<file path="config.mk">
export PLATFORM = sky130hd
export DESIGN_NAME = serial_audio_rx
export DESIGN_NICKNAME = d
export VERILOG_FILES = /design/src/rtl/sarx_pkg.sv /design/src/rtl/sarx_ctrl.sv /design/src/rtl/sarx_datapath.sv /design/src/rtl/serial_audio_rx.sv
export SDC_FILE = /design/constraint.sdc
export NUM_CORES = 1
export LEC_CHECK = 0
export BUFFER_PORTS_ARGS = -buffer_cell sky130_fd_sc_hd__buf_2
export CAP_MARGIN = 20
export CORE_MARGIN = 3
export CORE_UTILIZATION = 50
export DETAILED_ROUTE_END_ITERATION = 8
export PLACE_DENSITY = 0.71
export SLEW_MARGIN = 20
export SYNTH_ARGS = -nofsm -noshare
export SYNTH_HDL_FRONTEND = slang
export SYNTH_HIERARCHICAL = 1
export SYNTH_SLANG_ARGS = --single-unit
</file>
<file path="constraint.sdc">
create_clock -name clk -period 5.7 [get_ports clk]
set_input_delay 1.14 -clock clk [delete_from_list [all_inputs] [get_ports clk]]
set_output_delay 1.14 -clock clk [all_outputs]
set_load 0.03 [all_outputs]
</file>
<file path="src/rtl/sarx_pkg.sv">
package sarx_pkg;

  // Format word, MSB first, matching the format input bit positions
  typedef struct packed {
    logic       master;
    logic       ratio128;
    logic [1:0] res;
    logic       rightJust;
    logic       msbDelay;
    logic       bclkFall;
    logic       wclkHighRight;
  } fmt_t;

  // Control-to-datapath strobes
  typedef struct packed {
    logic shiftEn;   // sampling edge seen this cycle
    logic bitIn;     // data bit taken on that edge
    logic capEn;     // a word is complete
    logic capLeft;   // channel of the completed word
    logic rjCap;     // completion came from a right-justified boundary
  } rxStrobe_t;

endpackage

</file>
<file path="src/rtl/sarx_ctrl.sv">
module sarx_ctrl
  import sarx_pkg::*;
#(
  parameter int DIV_W    = 8,
  parameter int POS_W    = 7,
  parameter int SAMPLE_W = 24
) (
  input  logic      clk,
  input  logic      rstN,
  input  fmt_t      fmt,
  input  logic      bclkIn,
  input  logic      wclkIn,
  input  logic      sdataIn,
  output logic      bclkOut,
  output logic      wclkOut,
  output rxStrobe_t strb
);

  localparam int IDX_64X  = DIV_W - 7;
  localparam int IDX_128X = DIV_W - 8;
  localparam logic [POS_W-1:0] POS_MAX = '1;
  localparam logic [POS_W-1:0] LJ_LAST = POS_W'(SAMPLE_W - 1);

  logic [DIV_W-1:0] divCnt;
  logic bclkRaw, srcB, srcW;
  logic bclkQ, bclkQd, wclkQ, sdatQ;
  logic seen, wPrev, primed, curLeft;
  logic [POS_W-1:0] pos, tickPos, ljTarget;
  logic tick, wordEdge, capLj, capRj;

  // Master clock generation from the system clock
  always_ff @(posedge clk) begin
    if (!rstN || !fmt.master) divCnt <= '0;
    else                      divCnt <= divCnt + 1'b1;
  end

  assign bclkRaw = fmt.ratio128 ? divCnt[IDX_128X] : divCnt[IDX_64X];
  assign bclkOut = fmt.master ? (bclkRaw ^ fmt.bclkFall) : 1'b0;
  assign wclkOut = fmt.master ? divCnt[DIV_W-1] : 1'b0;

  // One sampling stage shared by both roles keeps clock and data aligned
  assign srcB = fmt.master ? bclkOut : bclkIn;
  assign srcW = fmt.master ? wclkOut : wclkIn;

  always_ff @(posedge clk) begin
    if (!rstN) begin
      bclkQ  <= 1'b0;
      bclkQd <= 1'b0;
      wclkQ  <= 1'b0;
      sdatQ  <= 1'b0;
    end else begin
      bclkQ  <= srcB;
      bclkQd <= bclkQ;
      wclkQ  <= srcW;
      sdatQ  <= sdataIn;
    end
  end

  assign tick     = (bclkQ != fmt.bclkFall) && (bclkQd == fmt.bclkFall);
  assign wordEdge = tick && seen && (wclkQ != wPrev);

  always_comb begin
    if (wordEdge)            tickPos = '0;
    else if (pos == POS_MAX) tickPos = POS_MAX;
    else                     tickPos = pos + 1'b1;
  end

  assign ljTarget = LJ_LAST + POS_W'(fmt.msbDelay);
  assign capLj    = tick && !fmt.rightJust && (tickPos == ljTarget);
  assign capRj    = wordEdge && fmt.rightJust && primed;

  always_ff @(posedge clk) begin
    if (!rstN) begin
      seen    <= 1'b0;
      wPrev   <= 1'b0;
      primed  <= 1'b0;
      curLeft <= 1'b0;
      pos     <= POS_MAX;
    end else if (tick) begin
      seen  <= 1'b1;
      wPrev <= wclkQ;
      pos   <= tickPos;
      if (wordEdge) begin
        curLeft <= wclkQ ^ fmt.wclkHighRight;
        primed  <= 1'b1;
      end
    end
  end

  assign strb.shiftEn = tick;
  assign strb.bitIn   = sdatQ;
  assign strb.capEn   = capLj || capRj;
  assign strb.capLeft = curLeft;
  assign strb.rjCap   = capRj;

endmodule

</file>
<file path="src/rtl/sarx_datapath.sv">
module sarx_datapath
  import sarx_pkg::*;
#(
  parameter int SAMPLE_W = 24
) (
  input  logic                clk,
  input  logic                rstN,
  input  fmt_t                fmt,
  input  rxStrobe_t           strb,
  output logic [SAMPLE_W-1:0] leftData,
  output logic                leftValid,
  output logic [SAMPLE_W-1:0] rightData,
  output logic                rightValid
);

  localparam int W_MID   = SAMPLE_W - 4;
  localparam int W_SHORT = SAMPLE_W - 8;

  logic [SAMPLE_W-1:0] shiftReg, rjWord, capWord;

  always_ff @(posedge clk) begin
    if (!rstN)             shiftReg <= '0;
    else if (strb.shiftEn) shiftReg <= {shiftReg[SAMPLE_W-2:0], strb.bitIn};
  end

  // Right-justified words are read before the boundary bit shifts in
  always_comb begin
    case (fmt.res)
      2'b01:   rjWord = {shiftReg[W_MID-1:0],   {(SAMPLE_W-W_MID){1'b0}}};
      2'b10:   rjWord = {shiftReg[W_SHORT-1:0], {(SAMPLE_W-W_SHORT){1'b0}}};
      default: rjWord = shiftReg;
    endcase
  end

  assign capWord = strb.rjCap ? rjWord : {shiftReg[SAMPLE_W-2:0], strb.bitIn};

  for (genvar ch = 0; ch < 2; ch++) begin : gChan
    localparam logic IS_LEFT = (ch == 0);
    logic [SAMPLE_W-1:0] dataQ;
    logic                validQ;
    logic                hit;

    assign hit = strb.capEn && (strb.capLeft == IS_LEFT);

    always_ff @(posedge clk) begin
      if (!rstN) begin
        dataQ  <= '0;
        validQ <= 1'b0;
      end else begin
        validQ <= hit;
        if (hit) dataQ <= capWord;
      end
    end
  end

  assign leftData   = gChan[0].dataQ;
  assign leftValid  = gChan[0].validQ;
  assign rightData  = gChan[1].dataQ;
  assign rightValid = gChan[1].validQ;

endmodule

</file>
<file path="src/rtl/serial_audio_rx.sv">
module serial_audio_rx
  import sarx_pkg::*;
#(
  parameter int DIV_W    = 8,
  parameter int POS_W    = 7,
  parameter int SAMPLE_W = 24
) (
  input  logic                clk,
  input  logic                rstN,
  input  logic [7:0]          fmtCfg,
  input  logic                bclkIn,
  input  logic                wclkIn,
  input  logic                sdataIn,
  output logic                bclkOut,
  output logic                wclkOut,
  output logic [SAMPLE_W-1:0] leftData,
  output logic                leftValid,
  output logic [SAMPLE_W-1:0] rightData,
  output logic                rightValid
);

  fmt_t      fmt;
  rxStrobe_t strb;

  assign fmt = fmt_t'(fmtCfg);

  sarx_ctrl #(
    .DIV_W(DIV_W), .POS_W(POS_W), .SAMPLE_W(SAMPLE_W)
  ) i_ctrl (
    .clk(clk), .rstN(rstN), .fmt(fmt),
    .bclkIn(bclkIn), .wclkIn(wclkIn), .sdataIn(sdataIn),
    .bclkOut(bclkOut), .wclkOut(wclkOut), .strb(strb)
  );

  sarx_datapath #(
    .SAMPLE_W(SAMPLE_W)
  ) i_datapath (
    .clk(clk), .rstN(rstN), .fmt(fmt), .strb(strb),
    .leftData(leftData), .leftValid(leftValid),
    .rightData(rightData), .rightValid(rightValid)
  );

endmodule

</file>
* Word level (Yosys, flattened, before mapping)
Cells that the tools add are included. Widths: inputs -> output; s select.
Storage, ports and cells: bits in registers 97, input bits 13, output and inout port bits 52, logic and storage cells 52
Cells by class: add/sub/neg operators 3, equality and inequality tests 7, multiplexer cells 9, bitwise logic cells 3, reductions and logical operators 15
Operators by type and width (count):
- $pmux 24 s2 | 1
- $mux 24 | 1
- $mux 7 | 2
- $logic_and 1x1->1 | 9
- $add 8x1->8 const B | 1
- $add 7x1->7 const B | 1
- $eq 7x7->1 | 1
- $eq 7x7->1 const B | 1
- $add 5x1->6 const A | 1
- $mux 1 | 5
- $logic_not 1->1 | 3
- $eq 2x1->1 const B | 1
- $eq 2x2->1 const B | 1
- $logic_or 1x1->1 | 2
- $ne 1x1->1 | 2
- $reduce_and 2->1 | 1
- $xor 1x1->1 | 2
- $eq 1x1->1 | 1
- $not 1->1 | 1

* Logic depth before layout (Yosys ltp)
Gate-level depths: netlist of run 1.
depth after elaboration 9, depth in mapped cells 11

* Cells and area by module
Netlist of run 1, hierarchy kept.
Modules (own cells, without submodules):
- sarx_datapath | times used 1, cells an instance 339, area each 3323.2 um2
- sarx_ctrl | times used 1, cells an instance 131, area each 1144.8 um2

* Worst setup path after synthesis of run 1
OpenSTA, ideal clock, no wires.
path kind input -> register, from input fmtCfg[1], to register i_datapath.gChan[0].dataQ[2] (netlist: i_datapath/leftData[2]), library setup time 0.086 ns, arrival time 2.872 ns, required time 5.614 ns, path slack 2.742 ns, stages 8, buffers on the path 1, cell sequence or3b_4 -> a22oi_4 -> nand3_1 -> o31ai_1 -> and2_2 -> buf_4 -> nor2_1 -> a211oi_1
RTL lines:
- start, declared | line serial_audio_rx.sv:10 | input logic [7:0] fmtCfg,
- end signal, assigned | line sarx_datapath.sv:51 | if (hit) dataQ <= capWord;
- end, declared | line sarx_datapath.sv:39 | logic [SAMPLE_W-1:0] dataQ;

==> impl_metrics.py, run 1 <==
metrics = {
    "status": {
        "outcome": "finished clean",
    },
    "clock_tree": {
        "cts_num_sinks": 97,
        "clkSlewWorstSetupHoldPaths_ns": 0.08,
        "post_cts_resized": 0,
        "cts_max_level": 3,
        "postCtsHoldBufs": 0,
        "post-cts-setup-buffers": 0,
        "cts_tree": "yes",
        "cts-root-buf": "clkbuf_8",
        "clk_latency_ns": 0.34,
        "numCtsBuffers": 9,
        "clk_path_buf_depth": 2,
    },
    "min_path": {
        "whs_path_depth": 2,
        "hold_path_startpoint": "i_datapath/leftData[14]$_SDFFE_PN0P_",
        "whs_endpoint": "i_datapath/leftData[14]$_SDFFE_PN0P_",
        "hold_path_class": "register to register",
    },
    "sta": {
        "slew_headroom": 0.420,
        "fin_crit_ns": 3.36,
        "final-setup-viol-count": 0,
        "period_share": 0.589,
        "slew_viol_final": 0,
        "setup_tns_ns": 0,
        "max_freq_ghz": 0.298,
        "fin_worst_skew_ns": 0.0104,
        "hold_violations": 0,
        "rsz0062_at_grt": "false",
        "worst_pin_slew_ns": 0.870,
    },
    "floorplanning": {
        "die_w_um": 101,
        "start_util": 0.528,
        "io_pins": 65,
        "coreArea_mm2": 0.00846,
        "die_y_um": 101,
        "die_area_mm2": 0.0101,
        "rows": 33,
    },
    "placement": {
        "placed_cell_area_mm2": 0.00467,
        "gp_congestion": 0.844,
        "numPortBuffers": 64,
        "hpwlAfterDp_um": 6470,
    },
    "finish": {
        "final_cell_mix": "dfxtp_1 (97), buf_2 (64), nor2_1 (46)",
        "drive_gt1_frac": 0.206,
        "fin_util": 0.574,
        "area_growth_pct": 8.79,
        "layout.nets": 522,
        "final_common_cell": "dfxtp_1",
        "num_antenna_cells": 0,
        "fill_cells": 742,
        "final_cell_area_mm2": 0.00486,
    },
    "critical_path": {
        "slowest_delay_ns": 0.59,
        "rrSetupSlack_ns": 2.89,
        "cp.arrival_ns": 3.57,
        "setup.worst_path.class": "primary input to register",
        "worstPathCellList": "buf_2 -> or3b_4 -> a22oi_4 -> nand3_1 -> o31ai_1 -> nand2_1 -> nand3_1 -> o21ai_0",
        "crit_required_ns": 5.91,
        "start_kind": "primary input",
        "critPathMaxFanout": 20,
        "critPathSlowestCell": "nand2_1",
        "reg2regPathDepth": 8,
        "crit_path_end_kind": "register",
        "crit_top_cell": "nand3_1",
        "reg2reg_from": "i_ctrl/pos[0]$_SDFFE_PN1N_",
        "worstReg2RegEnd": "i_datapath/leftData[9]$_SDFFE_PN0P_",
    },
    "pwr": {
        "ir_drop_v": 0.000116,
        "power_density_mw_per_mm2": 252,
        "p_leak_nw": 1.94,
        "p_total_w": 0.00122,
    },
    "drt": {
        "drt-initial-drc-count": 155,
        "drt-pass1-iter-count": 4,
        "dr_total_vias": 3510,
        "drc": 0,
        "ant_nets": 0,
        "wirelength_um": 9200,
        "post_drt_wl_per_cell_um": 15.0,
        "vias_per_cell": 5.72,
    },
    "global_routing": {
        "grt_use_total": 0.185,
        "grt_antenna_before_repair": 0,
        "grt_max_degree": 46,
        "grt_pass1_wl_um": 15200,
        "first_global_vias": 3150,
        "globalRouteOverflowTotal": 0,
    },
    "synth": {
        "synth.cell_area_mm2": 0.00447,
        "syn_area_per_cell_um2": 9.51,
        "synth_ff_type": "dfxtp_1",
        "syn_nets": 487,
        "ys_ff_latch": 97,
        "synthCells": 470,
        "synth_edf_count": 0,
        "synthDistinctLibCells": 55,
        "ys_seq_area_frac": 0.435,
        "synthArstFlopShare": 0,
        "synth_warnings": 6,
    },
    "job": {
        "cap_violations": 0,
    },
}
[cell usage after synthesis, types with 6 or more instances]
cell      instances  area share
xor2_1            6       0.012
dfxtp_1          97        0.43
inv_1            11      0.0092
buf_4            11       0.018
a21oi_1          13       0.015
a22o_1           14       0.027
o221ai_1         13       0.025
nand3b_1         18       0.030
o221ai_2          9       0.030
nor2_1           46       0.039
clkbuf_1         14       0.012
mux2i_1          26       0.058
nand3_1          44       0.049
xnor2_1           7       0.014
nand2_1          18       0.015
o21ai_0          13       0.015
buf_6             7       0.018
o21ai_1          24       0.027
a211oi_1         10       0.017
and2_1            6      0.0084
buf_2             7      0.0078
[cell type report]
type	instances	area [µm²]	area share
Timing Repair Buffer	66	355	0.0731
Multi-Input combinational cell	320	2200	0.452
Tap cell	105	131	0.0270
Clock inverter	3	40.0	0.00824
Sequential cell	97	1940	0.399
Inverter	11	41.3	0.00849
Clock buffer	12	155	0.0319
[through the flow]
step / std cells / worst slack, ns / hold WS [ns]
after floorplan: 470 / 2.74 / 0.425
after CTS: 614 / 2.40 / 0.463
final: 614 / 2.34 / 0.458
after detailed placement: 599 / 2.04 / 0.450
after global placement: 598 / 2.10 / 0.443
after global routing: 614 / 2.10 / 0.482
[cells by family (layout without fill, tap and decap cells)]
| group | after synthesis | in the layout | synth area share |
|---|---|---|---|
| simple gates | 159 | 159 | 0.188 |
| compound gates | 118 | 118 | 0.209 |
| flops | 97 | 97 | 0.435 |
| buf+inv | 53 | 92 | 0.0739 |
| mux | 26 | 26 | 0.0582 |
| xor+xnor | 13 | 13 | 0.0255 |
| fa+ha+maj | 4 | 4 | 0.0112 |
[worst max-delay path: cells and delay by family]
| kind | cells | cell delay, ns |
|---|---|---|
| and+or+nand+nor | 4 | 1.39 |
| AOI/OAI and AO/OA | 3 | 0.91 |
| buffers and inverters | 1 | 0.12 |
[worst max-delay path by stage]
stage / start / end / slack [ns]
floorplan: fmtCfg[1] / i_datapath/leftData[2]$_SDFFE_PN0P_ / 2.74
global placement: fmtCfg[1] / i_datapath/rightData[8]$_SDFFE_PN0P_ / 2.10
detailed placement: fmtCfg[1] / i_datapath/leftData[9]$_SDFFE_PN0P_ / 2.04
finish: fmtCfg[1] / i_datapath/leftData[9]$_SDFFE_PN0P_ / 2.34
CTS: fmtCfg[1] / i_datapath/leftData[22]$_SDFFE_PN0P_ / 2.40
global route: fmtCfg[1] / i_datapath/leftData[10]$_SDFFE_PN0P_ / 2.10
[report_power, final]
part / internal (W) / switching (W) / total, W
registers: 0.000684 / 0.00000911 / 0.000693
logic: 0.0000368 / 0.0000565 / 0.0000933
clock network: 0.000224 / 0.000214 / 0.000438
total: 0.000945 / 0.000280 / 0.00122
[sequential cells by signal, indices dropped and copies added, names as in the netlist, 7 cells and up]
register              flops
i_datapath/leftData      24
i_datapath/rightData     24
i_ctrl/pos                7
i_datapath/shiftReg      24
i_ctrl/divCnt             8
[layer usage]
metal	part of all wire	GRT usage	vias up
met5	0	0	-
met3	0.048	0.0318	4
met1	0.49	0.264	1655
met4	0.0066	0.0632	0
li1	-	-	1764
met2	0.45	0.283	87
Power figures use the tool's default switching activity.
==> inputs of run 2 (changes only) <==
--- a/config.mk
+++ b/config.mk
@@ -10,7 +10,7 @@
 export CORE_MARGIN = 3
 export CORE_UTILIZATION = 50
 export DETAILED_ROUTE_END_ITERATION = 8
-export PLACE_DENSITY = 0.71
+export PLACE_DENSITY = 0.74
 export SLEW_MARGIN = 20
 export SYNTH_ARGS = -nofsm -noshare
 export SYNTH_HDL_FRONTEND = slang
==> constraint.sdc (replaced) <==
create_clock -name clk -period 2.7 [get_ports clk]
set_input_delay 0.54 -clock clk [delete_from_list [all_inputs] [get_ports clk]]
set_output_delay 0.54 -clock clk [all_outputs]
set_load 0.03 [all_outputs]
==> run 2 against run 1 <==
Compared with the run above: non-clock buffer count up 11; clock skew up 0.0048 ns; worst setup slack worse by 2.0 ns; cell area rose by 1.5%; wire length up 3.3%; global-route usage grew 0.97 points; count of clock-buffer cells in the layout fell by 2.
==> impl_metrics.py, run 2 (synthesized netlist as in run 1, its figures left out) <==
metrics = {
    "finish": {
        "layout.nets": 533,
        "layoutNonFillerInstCount": 626,
        "num_antenna_cells": 0,
        "area_growth_pct": 10.4,
        "final_cell_mix": "dfxtp_1 (97), buf_2 (64), nor2_1 (46)",
        "final_common_cell": "dfxtp_1",
        "fin_util": 0.583,
        "drive_gt1_frac": 0.225,
    },
    "floorplanning": {
        "start_util": 0.528,
        "die_y_um": 101,
        "die_area_mm2": 0.0101,
        "coreArea_mm2": 0.00846,
        "io_pins": 65,
        "die_w_um": 101,
        "rows": 33,
    },
    "global_routing": {
        "grt_max_degree": 45,
        "globalRouteOverflowTotal": 0,
        "grt_antenna_before_repair": 0,
        "grt_pass1_wl_um": 16100,
        "first_global_vias": 3291,
        "grt_use_total": 0.195,
    },
    "status": {
        "outcome": "finished clean",
    },
    "min_path": {
        "hold_path_startpoint": "wclkIn",
        "whs_endpoint": "i_ctrl/wclkQ$_SDFF_PN0_",
        "whs_path_depth": 3,
        "hold_path_class": "primary input to register",
    },
    "pwr": {
        "p_total_w": 0.00263,
        "intPower_w": 0.00196,
        "p_switching_w": 0.000664,
        "ir_drop_v": 0.000356,
        "pwr-share-seq": 0.557,
        "pwr-share-clk": 0.366,
        "p_leak_nw": 1.98,
        "power_frac_comb": 0.077,
        "swShare": 0.253,
        "power_density_mw_per_mm2": 533,
    },
    "drt": {
        "drt-pass1-iter-count": 4,
        "ant_nets": 0,
        "dr_total_vias": 3567,
        "post_drt_wl_per_cell_um": 15.2,
        "wirelength_um": 9510,
        "drt-initial-drc-count": 182,
        "drc": 0,
        "vias_per_cell": 5.70,
    },
    "clock_tree": {
        "post-cts-setup-buffers": 0,
        "cts_max_level": 3,
        "cts_num_sinks": 97,
        "cts_tree": "yes",
        "cts-root-buf": "clkbuf_8",
        "clk_path_buf_depth": 2,
        "post_cts_resized": 0,
        "postCtsHoldBufs": 0,
        "clkSlewWorstSetupHoldPaths_ns": 0.10,
        "numCtsBuffers": 9,
        "clk_latency_ns": 0.37,
    },
    "placement": {
        "gp_congestion": 0.816,
        "dp.cells": 610,
        "numPortBuffers": 64,
        "hpwlAfterDp_um": 6660,
    },
    "critical_path": {
        "cp-startpoint": "i_ctrl/pos[0]$_SDFFE_PN1N_",
        "rrSetupSlack_ns": 0.35,
        "critPathMaxFanout": 17,
        "reg2reg_from": "i_ctrl/pos[0]$_SDFFE_PN1N_",
        "worstReg2RegEnd": "i_datapath/rightData[10]$_SDFFE_PN0P_",
        "setup.worst_path.class": "register to register",
        "crit_path_end_kind": "register",
        "start_kind": "register",
        "crit_required_ns": 3.00,
        "reg2regPathDepth": 8,
        "cp.arrival_ns": 2.65,
    },
    "sta": {
        "worst_pin_slew_ns": 0.686,
        "worst_hold_slack_ns": 0.402,
        "hold_violations": 0,
        "setup_tns_ns": 0,
        "rsz0062_at_grt": "false",
        "slew_viol_final": 0,
        "slew_headroom": 0.543,
        "period_share": 0.872,
        "fin_worst_skew_ns": 0.0152,
        "final-setup-viol-count": 0,
        "fin_crit_ns": 2.35,
        "max_freq_ghz": 0.425,
    },
    "job": {
        "cap_violations": 0,
    },
}
-- run 2: cell types whose count changed in the layout (fill, tap and decap cells not counted), sizes merged --
| cell | before | now |
|---|---|---|
| buf | 66 | 77 |
| clkbuf | 12 | 10 |
| clkinv | 2 | 0 |
| clkinvlp | 0 | 2 |
| inv | 11 | 14 |
-- run 2: routing by layer --
| layer | wire length (µm) | part of all wire | global-route usage | vias to the layer above |
|---|---|---|---|---|
| li1 | - | - | - | 1788 |
| met1 | 4550 | 0.48 | 0.272 | 1679 |
| met2 | 4300 | 0.45 | 0.298 | 87 |
| met3 | 518 | 0.054 | 0.0429 | 13 |
| met4 | 140 | 0.015 | 0.0663 | 0 |
| met5 | 0 | 0 | 0 | - |
-- run 2: worst max path at each step --
| stage | to | slack, ns | cells past startpoint |
|---|---|---|---|
| 2_1_floorplan | i_datapath/leftData[3]$_SDFFE_PN0P_ | 0.34 | 8 |
| 3_3_place_gp | i_datapath/rightData[19]$_SDFFE_PN0P_ | 0.09 | 9 |
| 3_5_place_dp | i_datapath/rightData[17]$_SDFFE_PN0P_ | 0.06 | 9 |
| 4_1_cts | i_datapath/rightData[10]$_SDFFE_PN0P_ | 0.22 | 8 |
| 5_1_grt | i_datapath/rightData[10]$_SDFFE_PN0P_ | 0.06 | 8 |
| 6_report | i_datapath/rightData[10]$_SDFFE_PN0P_ | 0.35 | 8 |
-- run 2: final cells by class --
| type | instances | area [µm²] |
|---|---|---|
| Fill cell | 772 | 3530 |
| Inverter | 11 | 41.3 |
| Sequential cell | 97 | 1940 |
| Tap cell | 105 | 131 |
| Timing Repair Buffer | 77 | 418 |
| Clock inverter | 6 | 73.8 |
| Multi-Input combinational cell | 320 | 2200 |
| Clock buffer | 10 | 128 |
-- run 2: power groups by stage --
stage	logic, W	registers [W]	clock network [W]
global placement	0.000197	0.00150	0
finish	0.000203	0.00146	0.000961
CTS	0.000202	0.00146	0.000992
floorplan	0.000173	0.00149	0
detailed placement	0.000201	0.00150	0
global route	0.000226	0.00147	0.00105
-- run 2: critical path: stages, from the launching register on --
cell and delay (ns):
dfxtp_1 0.43, ha_1 0.28, nand3b_1 0.19, nor4_1 0.18, a211oi_1 0.12, o31ai_2 0.38, and2b_4 0.32, nand2_4 0.16
o21ai_0 0.21
-- run 2: metrics by stage --
stage,setup slack [ns],instance area (µm²)
after floorplan,0.342,4470
after global placement,0.0905,4730
after detailed placement,0.0622,4730
after CTS,0.221,4930
after global routing,0.0632,4930
final,0.346,4930
